File: config.mk
export PLATFORM = sky130hd
export DESIGN_NAME = vprot_shutdown
export DESIGN_NICKNAME = d
export VERILOG_FILES = /design/src/rtl/vprot_pkg.sv /design/src/rtl/vprot_regs.sv /design/src/rtl/vprot_arm.sv /design/src/rtl/vprot_hold.sv /design/src/rtl/vprot_shutdown.sv
export SDC_FILE = /design/constraint.sdc
export NUM_CORES = 1
export LEC_CHECK = 0
export BUFFER_PORTS_ARGS = -buffer_cell sky130_fd_sc_hd__buf_4
export CAP_MARGIN = 10
export CORE_ASPECT_RATIO = 0.5
export CORE_UTILIZATION = 25
export DETAILED_ROUTE_END_ITERATION = 10
export SETUP_SLACK_MARGIN = 0.05
export SYNTH_ARGS = -nofsm -noshare
export SYNTH_HDL_FRONTEND = slang
export SYNTH_SLANG_ARGS = --single-unit
File: constraint.sdc
create_clock -name clk_i -period 4.1 [get_ports clk_i]
set_input_delay 0.205 -clock clk_i [delete_from_list [all_inputs] [get_ports clk_i]]
set_output_delay 0.205 -clock clk_i [all_outputs]
set_load 0.01 [all_outputs]
File: src/rtl/vprot_pkg.sv
package vprot_pkg;
  localparam int unsigned NRAIL = 3;
  localparam int unsigned EN_POS [NRAIL] = '{0, 5, 6};

  typedef enum logic [1:0] {
    A_EN   = 2'd0,
    A_STAT = 2'd1,
    A_CFG  = 2'd2,
    A_RSV  = 2'd3
  } reg_addr_e;

  typedef struct packed {
    logic [1:0] hold_sel;
    logic [1:0] arm_sel;
  } cfg_t;

  localparam cfg_t CFG_RST = '{hold_sel: 2'b01, arm_sel: 2'b10};
endpackage

File: src/rtl/vprot_regs.sv
module vprot_regs
  import vprot_pkg::*;
(
  input  logic             clk_i,
  input  logic             rst_ni,
  input  logic             we_i,
  input  logic [1:0]       addr_i,
  input  logic [7:0]       wdata_i,
  input  logic             fault_i,
  output logic [7:0]       rdata_o,
  output logic [NRAIL-1:0] en_o,
  output cfg_t             cfg_o,
  output logic             stat_o
);
  logic [NRAIL-1:0] en_q;
  cfg_t             cfg_q;
  logic             stat_q;
  logic             wr_en, wr_stat, wr_cfg;

  assign wr_en   = we_i && (addr_i == A_EN);
  assign wr_stat = we_i && (addr_i == A_STAT);
  assign wr_cfg  = we_i && (addr_i == A_CFG);

  for (genvar r = 0; r < NRAIL; r++) begin : g_en
    always_ff @(posedge clk_i or negedge rst_ni) begin
      if (!rst_ni)    en_q[r] <= 1'b0;
      else if (wr_en) en_q[r] <= wdata_i[EN_POS[r]];
    end
  end

  always_ff @(posedge clk_i or negedge rst_ni) begin
    if (!rst_ni) begin
      cfg_q  <= CFG_RST;
      stat_q <= 1'b0;
    end else begin
      if (wr_cfg) cfg_q <= cfg_t'(wdata_i[3:0]);
      // set wins over a same-cycle clear
      stat_q <= fault_i | (stat_q & ~(wr_stat & wdata_i[0]));
    end
  end

  always_comb begin
    rdata_o = '0;
    unique case (addr_i)
      A_EN:   for (int r = 0; r < NRAIL; r++) rdata_o[EN_POS[r]] = en_q[r];
      A_STAT: rdata_o[0]   = stat_q;
      A_CFG:  rdata_o[3:0] = cfg_q;
      default: rdata_o = '0;
    endcase
  end

  assign en_o   = en_q;
  assign cfg_o  = cfg_q;
  assign stat_o = stat_q;
endmodule

File: src/rtl/vprot_arm.sv
module vprot_arm #(
  parameter int unsigned ARM_UNIT_TICKS = 50
) (
  input  logic       clk_i,
  input  logic       rst_ni,
  input  logic       tick_i,
  input  logic       pwr_good_i,
  input  logic       mode_i,
  input  logic [1:0] sel_i,
  output logic       armed_o
);
  localparam int unsigned AW = $clog2(4 * ARM_UNIT_TICKS + 1);

  logic [AW-1:0] cnt_q, tgt;
  logic          armed_q, bypass;

  always_comb begin
    unique case (sel_i)
      2'b01:   tgt = AW'(ARM_UNIT_TICKS);
      2'b10:   tgt = AW'(2 * ARM_UNIT_TICKS);
      default: tgt = AW'(4 * ARM_UNIT_TICKS);
    endcase
  end

  assign bypass = !mode_i || (sel_i == 2'b00);

  always_ff @(posedge clk_i or negedge rst_ni) begin
    if (!rst_ni) begin
      armed_q <= 1'b0;
      cnt_q   <= '0;
    end else if (!pwr_good_i) begin
      armed_q <= 1'b0;
      cnt_q   <= '0;
    end else if (!armed_q) begin
      if (bypass) armed_q <= 1'b1;
      else if (tick_i) begin
        if (cnt_q == tgt - AW'(1)) armed_q <= 1'b1;
        else                       cnt_q   <= cnt_q + AW'(1);
      end
    end
  end

  assign armed_o = armed_q;
endmodule

File: src/rtl/vprot_hold.sv
module vprot_hold #(
  parameter int unsigned HALF_SEC_TICKS = 500
) (
  input  logic       clk_i,
  input  logic       rst_ni,
  input  logic       tick_i,
  input  logic       fault_i,
  input  logic [1:0] sel_i,
  output logic       active_o
);
  localparam int unsigned HW = $clog2(8 * HALF_SEC_TICKS + 1);

  logic [HW-1:0] cnt_q, tgt_q, tgt;
  logic          active_q;

  always_comb begin
    unique case (sel_i)
      2'b00:   tgt = HW'(HALF_SEC_TICKS);
      2'b01:   tgt = HW'(2 * HALF_SEC_TICKS);
      2'b10:   tgt = HW'(4 * HALF_SEC_TICKS);
      default: tgt = HW'(8 * HALF_SEC_TICKS);
    endcase
  end

  always_ff @(posedge clk_i or negedge rst_ni) begin
    if (!rst_ni) begin
      active_q <= 1'b0;
      cnt_q    <= '0;
      tgt_q    <= '0;
    end else if (!active_q) begin
      if (fault_i) begin
        active_q <= 1'b1;
        cnt_q    <= '0;
        tgt_q    <= tgt;
      end
    end else if (tick_i) begin
      // faults during the hold are ignored here
      if (cnt_q == tgt_q - HW'(1)) active_q <= 1'b0;
      else                         cnt_q    <= cnt_q + HW'(1);
    end
  end

  assign active_o = active_q;
endmodule

File: src/rtl/vprot_shutdown.sv
module vprot_shutdown
  import vprot_pkg::*;
#(
  parameter int unsigned HALF_SEC_TICKS = 500,
  parameter int unsigned ARM_UNIT_TICKS = 50
) (
  input  logic             clk_i,
  input  logic             rst_ni,
  input  logic             tick_i,
  input  logic             pwr_good_i,
  input  logic             prot_mode_i,
  input  logic [NRAIL-1:0] ov_i,
  input  logic [NRAIL-1:0] uv_i,
  input  logic             slp_i,
  input  logic             reg_we_i,
  input  logic [1:0]       reg_addr_i,
  input  logic [7:0]       reg_wdata_i,
  output logic [7:0]       reg_rdata_o,
  output logic             psu_on_o,
  output logic             psu_on_oe_o
);
  logic [NRAIL-1:0] en_w;
  cfg_t             cfg_w;
  logic             stat_w, armed_w, fault_w, hold_w;

  assign fault_w = armed_w && pwr_good_i && |((ov_i | uv_i) & en_w);

  vprot_regs u_regs (
    .clk_i   (clk_i),
    .rst_ni  (rst_ni),
    .we_i    (reg_we_i),
    .addr_i  (reg_addr_i),
    .wdata_i (reg_wdata_i),
    .fault_i (fault_w),
    .rdata_o (reg_rdata_o),
    .en_o    (en_w),
    .cfg_o   (cfg_w),
    .stat_o  (stat_w)
  );

  vprot_arm #(.ARM_UNIT_TICKS(ARM_UNIT_TICKS)) u_arm (
    .clk_i      (clk_i),
    .rst_ni     (rst_ni),
    .tick_i     (tick_i),
    .pwr_good_i (pwr_good_i),
    .mode_i     (prot_mode_i),
    .sel_i      (cfg_w.arm_sel),
    .armed_o    (armed_w)
  );

  vprot_hold #(.HALF_SEC_TICKS(HALF_SEC_TICKS)) u_hold (
    .clk_i    (clk_i),
    .rst_ni   (rst_ni),
    .tick_i   (tick_i),
    .fault_i  (fault_w),
    .sel_i    (cfg_w.hold_sel),
    .active_o (hold_w)
  );

  assign psu_on_oe_o = !hold_w;
  assign psu_on_o    = !slp_i;
endmodule

==> results of run 1 <==
==> state kept, by name, summed over array words and instances (netlist names) <==
register / count
u_hold.tgt_q: 9
u_regs.cfg_o: 4
u_arm.cnt_q: 8
u_regs.en_o: 3
u_hold.cnt_q: 12
u_arm.armed_o: 1
u_hold.active_o: 1
u_regs.stat_o: 1
==> logic make-up after synthesis <==
logic type / after synthesis
compound gates: 48
xor+xnor: 17
fa+ha+maj: 6
buf+inv: 19
flops: 39
mux: 12
other cells: 1
simple gates: 107
==> routing by layer <==
layer / vias up / global-route usage / wire length (um)
met5: - / 0 / 0
met4: 0 / 0.0370 / 59
met3: 4 / 0.0264 / 80
met2: 19 / 0.178 / 2410
met1: 921 / 0.130 / 2380
li1: 944 / - / -
==> final timing paths <==
kind                            depth (start not counted)             from  slack (ns)                to
max in group asynchronous                               2           rst_ni        3.30   u_regs.cfg_o[2]
worst min register to register                          1    u_regs.stat_o        0.48     u_regs.stat_o
worst max register to register                          9  u_hold.tgt_q[2]        1.36  u_hold.cnt_q[11]
worst min-delay path                                    2   reg_wdata_i[3]        0.16   u_regs.cfg_o[3]
worst max-delay path                                    9  u_hold.tgt_q[2]        1.36  u_hold.cnt_q[11]
min in group asynchronous                               2           rst_ni        0.44  u_hold.cnt_q[10]
==> cell type report <==
class / count / area [um2] / share of cell area
Clock buffer: 6 / 129 / 0.0451
Sequential cell: 39 / 978 / 0.343
Tap cell: 117 / 146 / 0.0513
Multi-Input combinational cell: 192 / 1290 / 0.452
Timing Repair Buffer: 29 / 220 / 0.0771
Clock inverter: 2 / 60.1 / 0.0210
Inverter: 8 / 30.0 / 0.0105
==> through the flow <==
step	utilization	setup slack [ns]	hold WS [ns]
after floorplan	-	1.72	-0.0906
after global placement	0.298	1.46	0.212
after detailed placement	0.298	1.45	0.217
after CTS	0.320	1.40	0.154
after global routing	0.320	1.15	0.148
final	0.320	1.36	0.155
==> synthesized netlist by cell type, drive strengths merged (2+ instances only) <==
library cell	n	area, um2
dfrtp	37	926
nand2b	7	43.8
mux2	7	78.8
a21boi	2	15.0
nand2	31	116
and2	11	68.8
buf	5	32.5
nand4	9	56.3
o31ai	5	37.5
nor2b	4	25.0
clkbuf	6	22.5
dfstp	2	52.6
xor2	10	87.6
a21o	3	22.5
mux2i	5	50.1
ha	6	75.1
nor2	8	35.0
o21a	3	30.0
or3	4	25.0
xnor2	7	61.3
o211ai	4	30.0
nor3	3	15.0
and3	3	18.8
nor3b	5	37.5
o22ai	2	12.5
a31oi	3	18.8
o21ai	12	60.1
nor4	4	25.0
a21oi	7	35.0
nand3	6	30.0
inv	8	30.0
or4bb	2	22.5
or4	3	26.3
==> power groups by stage <==
stage,Combinational [mW],Clock [mW],Sequential (mW)
floorplan,0.375,0,0.540
global placement,0.416,0,0.608
detailed placement,0.426,0,0.609
CTS,0.430,0.506,0.603
global route,0.475,0.526,0.621
finish,0.425,0.497,0.603
==> what timing repair did <==
item	in CTS	in global routing
hold buffers	1	0
endpoints found under the hold margin	37	0
setup endpoints to repair	0	0
resized for setup	0	0
==> placed cells by master (no fill, tap or decap), types with 3 or more instances in the layout <==
master,count
dfrtp_1,37
mux2i_1,5
xnor2_1,7
o31ai_1,5
nor2b_1,4
and3_1,3
nor2_1,6
mux2_2,7
a31oi_1,3
a21o_1,3
nor3_1,3
nand2b_1,7
a21oi_1,7
nand4_1,9
or3_1,4
nor3b_1,5
o211ai_1,4
xor2_1,10
nand2_1,31
clkbuf_16,5
inv_1,8
buf_4,28
and2_1,11
ha_1,6
o21ai_0,12
nor4_1,4
nand3_1,6
==> key figures, run 1 <==
Worst setup path
  – CP Cell Sequence: inv_1, ha_1, nor4b_1, or4b_2, o211ai_1, nand4_1, nor2_2, nor4_1, mux2i_1
  – Crit. End Element: flop
  – Family with the most delay on the worst path: simple AND/OR/NAND/NOR gates
  – Crit path kind: flop to flop
  – Critical Path AT: 2.89 ns
  – Slowest cell on the critical path: or4b_2
  – Worst Path Buf+Inv: 1
  – CP Max Fanout: 16
  – WP data required: 4.25 ns
  – Worst Setup Start Kind: flop
  – Critical Path Max Stage Delay: 0.61 ns

Pwr
  – P_sw: 480 uW
  – P_int: 1.04 mW
  – Peak VDD IR: 218 uV
  – PwrDens: 534 nW/um2
  – Pleak: 1.24 nW
  – Clk pwr share: 0.326
  – Sw frac: 0.315
  – Gate power share: 0.279
  – Power share of the sequential group: 0.395
  – Overall power: 1.52 mW

Route
  – Antenna violation net count after detailed routing: 0
  – WL/cell: 12.6 um
  – Detailed Route WL: 4940 um
  – Vias: 1888
  – DR pass1 iterations: 7
  – Drt via density: 4.80
  – Initial DRC Count: 90
  – Drt drc: 1

Yosys
  – Register area share after synthesis: 0.416
  – Synth Area in XOR/XNOR: 0.0633
  – Synth Area in Adders: 0.0319
  – Async SR Flop Fraction: 1.00
  – Synthesis Warnings: 0
  – Synth Area in Compound Gates: 0.138
  – Flops & latches, synth: 39
  – Mux contribution to synthesized area: 0.0548
  – Synth Area in Simple Gates: 0.258
  – Synthesized area: 2350 um2
  – Synth Instances: 249
  – Post-synth EDFFs: 0
  – Main flop type after synthesis: dfrtp_1
  – Yosys cell types: 52
  – Largest family of logic cells by synthesized area: simple AND/OR/NAND/NOR gates
  – Avg Inst Size Synth: 9.44 um2

Timing
  – FMAX: 0.365 GHz
  – Max Slew Vio Count: 0
  – Post-route setup TNS: 0 ns
  – Clock skew: 0.00587 ns
  – Worst Max-Slew Pin Slew: 0.576 ns
  – Min Tclk post-route: 2.74 ns
  – Setup violations, final: 0
  – Slew HR: 0.614
  – Fin crit share: 0.667
  – RSZ-0062 raised after global routing: false
  – Hold Vio Cnt, Final: 0

Cells and area
  – Synthesis-to-finish area growth: 21.4%
  – Diode count: 0
  – Final Cell Area: 2860 um2
  – Final #Nets: 304
  – Layout cells sized above 1: 0.185
  – Post-Layout Cell Count: 393
  – Fillers: 923

Clock network
  – Clk buf depth: 2
  – Clock Latency Late Sink: 0.28 ns
  – # Post-CTS Setup Buffers: 0
  – Clock Pin Slew Worst Setup and Hold Paths: 0.06 ns
  – CTS tree: done
  – Sink Count: 39
  – CTS root buf: clkbuf_16
  – H-Tree Level Count: 2
  – CTS buffer count: 5

Floorplan
  – Die X: 139 um
  – Core area: 8920 um2
  – IO Pins: 33
  – Die Span Y: 70.6 um
  – Row count: 24
  – Area of the die: 9820 um2
  – Initial Util: 0.264

Place
  – GPL Wtd Cong: 0.751
  – Placed instance area: 2660 um2
  – Port bufs: 28
  – Dpl hpwl: 3470 um
  – Placed Instances: 384

Run status
  – Failing checks: design-rule violations
  – Status: complete, but fails checks

GRT
  – First-pass GRT wire length: 8290 um
  – GRT Overall Usage: 0.104
  – Gr ovfl total: 0
  – Initial antenna violation count: 0
  – Pin count of the biggest net entering global routing: 40
  – Number of global-route vias before repair: 1787

Hold path
  – Hold Crit Class: input port to flop

Job
  – Max Cap Violations: 0
No activity file was read; power rests on OpenSTA's default activity.
==> run 2, diff against run 1 <==
- clock period: 4.1 -> 2.3 ns (I/O delays scaled with it)
==> run 2 against run 1 <==
Compared with the run above: the run ends with design-rule violations, negative setup slack left; combinational power increased to 2.8 times the previous value; sequential cell count unchanged; wire length grew 13%; non-clock buffer count grew 25; count of clock-buffer cells in the layout shrank 1; register-to-register slack worse by 1.4 ns; critical path depth is 2 lower; first-iteration DRC count is 5.6% lower; die area stayed put; global-route usage up 1.4 points.
==> key figures, run 2 (synthesis gave the netlist of run 1 again) <==
Run status
  – Status: complete, but fails checks
  – Failing checks: design-rule violations, negative setup slack

Clock network
  – CTS buffer count: 5 (unchanged)
  – Clock Latency Late Sink: 0.28 ns (about the same)
  – H-Tree Level Count: 2 (unchanged)
  – Sink Count: 39 (unchanged)
  – Clk buf depth: 2 (unchanged)
  – Clock Pin Slew Worst Setup and Hold Paths: 0.06 ns (about the same)
  – CTS tree: done
  – CTS root buf: clkbuf_16

Worst setup path
  – Critical Path AT: 2.52 ns (-0.37 ns)
  – R2r worst-path depth: 7 (-2)
  – WP data required: 2.51 ns (-1.74 ns)
  – Crit. End Element: flop
  – Reg2reg end: u_hold.cnt_q[8]
  – Crit path kind: flop to flop
  – Worst Setup Start Kind: flop
  – Reg-to-reg slack, setup: -0.01 ns (-1.37 ns)
  – R2R Path Start: u_hold.tgt_q[2]
  – CP Max Fanout: 8 (-8)

Timing
  – RSZ-0062 raised after global routing: true
  – Max Slew Vio Count: 0 (unchanged)
  – FMAX: 0.433 GHz (+18%)
  – Fin crit share: 1.00 (+0.337)
  – Worst Slack Setup Final: -0.00977 ns (-1.37 ns)
  – Post-route setup TNS: -0.00977 ns (-0.00977 ns)
  – Min Tclk post-route: 2.31 ns (-0.426 ns)
  – Hold Vio Cnt, Final: 0 (unchanged)
  – Clock skew: 0.00666 ns (+0.000794 ns)
  – WHS: 0.0707 ns (-0.0845 ns)
  – Setup violations, final: 1 (+1)

Cells and area
  – Max reg flops: 12 (unchanged)
  – Synthesis-to-finish area growth: 36.7%
  – Most frequent cells in the layout: buf_4, dfrtp_1, nand2_1
  – Final Cell Area: 3210 um2 (+13%)
  – Biggest register: u_hold.cnt_q
  – Multi-input logic area: 1440 um2 (+11%)
  – Final #Nets: 330 (+8.6%)
  – Top flop regs: u_hold.cnt_q: 12 flops, u_hold.tgt_q: 9 flops, u_arm.cnt_q: 8 flops
  – Layout cells sized above 1: 0.338 (+0.153)
  – Diode count: 0 (unchanged)
  – Most common cell after layout, fill and taps aside: buf_4
  – Fillers: 889 (-3.7%)
  – Reg area: 980 um2 (+0.13%)

Route
  – Vias: 2044 (+8.3%)
  – Drt via density: 4.88 (+1.5%)
  – DR pass1 iterations: 9 (+2)
  – Antenna violation net count after detailed routing: 0 (unchanged)
  – Drt drc: 2 (+1)
  – Detailed Route WL: 5560 um (+13%)
  – WL/cell: 13.3 um (+5.6%)
  – Initial DRC Count: 85 (-5.6%)

GRT
  – Initial antenna violation count: 0 (unchanged)
  – Number of global-route vias before repair: 2011 (+13%)
  – Pin count of the biggest net entering global routing: 40 (unchanged)
  – Gr ovfl total: 0 (unchanged)
  – First-pass GRT wire length: 9420 um (+14%)
  – GRT Overall Usage: 0.119 (+0.0144)

Pwr
  – PwrDens: 964 nW/um2 (+81%)
  – Pleak: 1.39 nW (+13%)
  – Peak VDD IR: 345 uV (+59%)

Floorplan
  – Area of the die: 9820 um2 (unchanged)
  – Die Span Y: 70.6 um (unchanged)
  – Initial Util: 0.264 (unchanged)
  – Core area: 8920 um2 (unchanged)
  – IO Pins: 33 (unchanged)
  – Row count: 24 (unchanged)
  – Die X: 139 um (unchanged)

Hold path
  – Hold wc startpoint: reg_wdata_i[3]
  – Hold path cells: 2 (unchanged)
  – Hold Crit Class: input port to flop
  – Hold endpoint: u_regs.cfg_o[3]

Job
  – Max Cap Violations: 0 (unchanged)

Place
  – Placed instance area: 2820 um2 (+6.2%)
  – Port bufs: 28 (unchanged)
  – Place WS: -0.0245 ns (-1.47 ns)
  – GPL Wtd Cong: 0.785 (+4.5%)
  – Dpl hpwl: 3900 um (+13%)
-- run 2: worst max-delay path by stage --
stage | from | endpoint | cells after the start
2_1_floorplan | u_regs.cfg_o[1] | u_arm.cnt_q[7] | 9
3_3_place_gp | u_hold.tgt_q[2] | u_hold.cnt_q[8] | 7
3_5_place_dp | u_hold.tgt_q[2] | u_hold.cnt_q[8] | 7
4_1_cts | u_hold.tgt_q[2] | u_hold.cnt_q[8] | 7
5_1_grt | u_hold.tgt_q[2] | u_hold.cnt_q[9] | 7
6_report | u_hold.tgt_q[2] | u_hold.cnt_q[8] | 7
-- run 2: timing repair --
item / CTS / global route
endpoints found under the hold margin: 37 / 0
resized for setup: 7 / 21
hold buffers: 1 / 0
endpoints found under the setup margin: 10 / 15
pin swaps: 19 / 26
buffers inserted: 5 / 7
gates cloned: 1 / 0
-- run 2: final cells by class --
| cell class | instances | share of cell area |
|---|---|---|
| Inverter | 8 | 0.00934 |
| Clock inverter | 3 | 0.0210 |
| Timing Repair Buffer | 54 | 0.133 |
| Multi-Input combinational cell | 193 | 0.447 |
| Tap cell | 117 | 0.0455 |
| Sequential cell | 39 | 0.305 |
| Clock buffer | 5 | 0.0389 |
-- run 2: stage by stage --
step | util | total power, mW | cells
2_1_floorplan | - | 1.70 | 250
3_3_place_gp | 0.316 | 1.98 | 397
3_5_place_dp | 0.316 | 2.03 | 397
4_1_cts | 0.345 | 2.98 | 412
5_1_grt | 0.360 | 3.29 | 419
6_report | 0.360 | 3.10 | 419
-- run 2: where the power goes --
part | switching (mW) | total, mW | internal [mW]
clock network | 0.271 | 0.892 | 0.621
registers | 0.197 | 1.04 | 0.842
logic | 0.537 | 1.17 | 0.629
-- run 2: layer usage --
layer  share of wire  track usage  vias to the layer above  wire length [um]
li1                -            -                      993                 -
met3           0.026       0.0162                        4               144
met5               0            0                        -                 0
met4          0.0086       0.0407                        0                48
met2            0.51        0.211                       28              2860
met1            0.45        0.151                     1019              2510
-- run 2: critical path: stages (launching register included) --
cell,delay [ns]
dfrtp_1,0.42
or4_4,0.58
and4bb_1,0.30
nor3_2,0.06
nand4_1,0.17
nor2_4,0.08
or4_4,0.52
a21oi_2,0.12
==> run 3, diff against run 2 <==
- SKIP_CTS_REPAIR_TIMING: not set -> 1
==> run 3 against run 2 <==
Compared with the run above: the flow still finishes with violations (design-rule violations, negative setup slack); count of clock-buffer cells in the layout stayed put; fmax is 1.1% lower; final cell count is 1.4% lower; wire length is 0.22% lower; sequential power hardly changed; clock power is 0.4% higher; power is 3.5% lower; first-iteration DRC count is 22% lower; register-to-register slack worse by 0.02 ns.
==> key figures, run 3 (synthesis gave the netlist of run 1 again) <==
Run status
  – Status: complete, but fails checks
  – Failing checks: design-rule violations, negative setup slack

Clock network
  – H-Tree Level Count: 2 (unchanged)
  – Clk buf depth: 2 (unchanged)
  – Clock Latency Late Sink: 0.28 ns (about the same)
  – CTS root buf: clkbuf_16
  – Clock Pin Slew Worst Setup and Hold Paths: 0.06 ns (about the same)
  – CTS buffer count: 5 (unchanged)
  – Sink Count: 39 (unchanged)
  – CTS tree: done

Route
  – Drt drc: 2 (unchanged)
  – Detailed Route WL: 5550 um (-0.22%)
  – WL/cell: 13.4 um (+1.2%)
  – Initial DRC Count: 66 (-22%)
  – Vias: 2030 (-0.68%)
  – Drt via density: 4.92 (+0.76%)
  – DR pass1 iterations: 7 (-2)
  – Antenna violation net count after detailed routing: 0 (unchanged)

Place
  – Dpl hpwl: 3900 um (unchanged)
  – GPL Wtd Cong: 0.785 (unchanged)
  – Port bufs: 28 (unchanged)
  – Placed Instances: 397 (unchanged)

Worst setup path
  – WP data required: 2.51 ns (about the same)
  – Reg-to-reg slack, setup: -0.03 ns (-0.02 ns)
  – Worst Setup Start Kind: flop
  – Crit path kind: flop to flop
  – Reg2reg end: u_hold.cnt_q[8]
  – Critical Path AT: 2.55 ns (+0.03 ns)
  – R2R Path Start: u_hold.tgt_q[2]
  – R2r worst-path depth: 8 (+1)
  – Crit. End Element: flop
  – CP Max Fanout: 6 (-2)

Floorplan
  – IO Pins: 33 (unchanged)
  – Core area: 8920 um2 (unchanged)
  – Die X: 139 um (unchanged)
  – Initial Util: 0.264 (unchanged)
  – Die Span Y: 70.6 um (unchanged)
  – Area of the die: 9820 um2 (unchanged)
  – Row count: 24 (unchanged)

Cells and area
  – Top flop regs: u_hold.cnt_q: 12 flops, u_hold.tgt_q: 9 flops, u_arm.cnt_q: 8 flops
  – Biggest register: u_hold.cnt_q
  – Final #Nets: 324 (-1.8%)
  – Layout cells sized above 1: 0.341 (+0.00347)
  – Most frequent cells in the layout: buf_4, dfrtp_1, nand2_1
  – Fillers: 892 (+0.34%)
  – Most common cell after layout, fill and taps aside: buf_4
  – Max reg flops: 12 (unchanged)
  – Util after Layout: 0.362 (+0.00154)
  – Post-Layout Cell Count: 413 (-1.4%)
  – Synthesis-to-finish area growth: 37.3%
  – Diode count: 0 (unchanged)

Timing
  – Min Tclk post-route: 2.33 ns (+0.0245 ns)
  – Worst Slack Setup Final: -0.0343 ns (-0.0245 ns)
  – Hold Vio Cnt, Final: 0 (unchanged)
  – FMAX: 0.428 GHz (-1.1%)
  – Post-route setup TNS: -0.0343 ns (-0.0245 ns)
  – Clock skew: 0.00757 ns (+0.000908 ns)
  – WHS: 0.0693 ns (-0.00143 ns)
  – RSZ-0062 raised after global routing: true
  – Setup violations, final: 1 (unchanged)
  – Worst Max-Slew Pin Slew: 0.525 ns
  – Max Slew Vio Count: 0 (unchanged)
  – Slew HR: 0.649
  – Fin crit share: 1.01 (+0.0107)

GRT
  – First-pass GRT wire length: 9120 um (-3.2%)
  – GRT Overall Usage: 0.115 (-0.00408)
  – Initial antenna violation count: 0 (unchanged)
  – Pin count of the biggest net entering global routing: 40 (unchanged)
  – Gr ovfl total: 0 (unchanged)
  – Number of global-route vias before repair: 1968 (-2.1%)

Pwr
  – Pleak: 1.37 nW (-1.9%)
  – Overall power: 2.99 mW (-3.5%)
  – PwrDens: 926 nW/um2 (-3.9%)
  – Peak VDD IR: 343 uV (-0.56%)

Hold path
  – Hold path cells: 2 (unchanged)
  – Hold Crit Class: input port to flop
  – Hold endpoint: u_regs.cfg_o[3]
  – Hold wc startpoint: reg_wdata_i[3]

Job
  – Max Cap Violations: 0 (unchanged)
[run 3: worst max path at each step]
stage                     cells after the start         endpoint       startpoint  slack [ns]
after global routing                         11  u_hold.cnt_q[5]  u_hold.tgt_q[3]       -0.11
final                                         8  u_hold.cnt_q[8]  u_hold.tgt_q[2]       -0.03
after floorplan                               9   u_arm.cnt_q[7]  u_regs.cfg_o[1]        0.05
after detailed placement                      7  u_hold.cnt_q[8]  u_hold.tgt_q[2]       -0.02
after CTS                                     7  u_hold.cnt_q[8]  u_hold.tgt_q[2]       -0.05
after global placement                        7  u_hold.cnt_q[8]  u_hold.tgt_q[2]       0.009
[run 3: metal layers]
| metal | GRT usage | wire (um) | vias to the layer above |
|---|---|---|---|
| li1 | - | - | 979 |
| met1 | 0.143 | 2540 | 1013 |
| met2 | 0.207 | 2810 | 30 |
| met3 | 0.0162 | 125 | 8 |
| met4 | 0.0407 | 73 | 0 |
| met5 | 0 | 0 | - |
[run 3: worst max-delay path, cell delays in order, from the launching register on]
cell	delay, ns
dfrtp_1	0.41
or4_4	0.55
and4bb_1	0.28
nor3_2	0.05
nand4_1	0.12
buf_6	0.13
nor2_4	0.05
or4_4	0.54
a21oi_2	0.12
[run 3: area by class of cell]
| type | instances | area [um2] | area share |
|---|---|---|---|
| clock buffers | 5 | 125 | 0.0388 |
| clock inverters | 3 | 67.6 | 0.0209 |
| inverters | 8 | 30.0 | 0.00930 |
| multi-input cells | 193 | 1490 | 0.463 |
| flip-flops and latches | 39 | 978 | 0.303 |
| well taps | 117 | 146 | 0.0453 |
| repair buffers | 48 | 387 | 0.120 |
[run 3: through the flow]
step / worst slack [ns] / instance area, um2
detailed placement: -0.0245 / 2820
CTS: -0.0461 / 3010
global placement: 0.00936 / 2820
global route: -0.115 / 3230
floorplan: 0.0493 / 2420
finish: -0.0343 / 3230
[run 3: report_power, final]
group	total [mW]	switching, mW	internal [mW]
Combinational	1.05	0.515	0.538
Clock	0.896	0.275	0.621
Sequential	1.04	0.197	0.842
Total	2.99	0.988	2.00
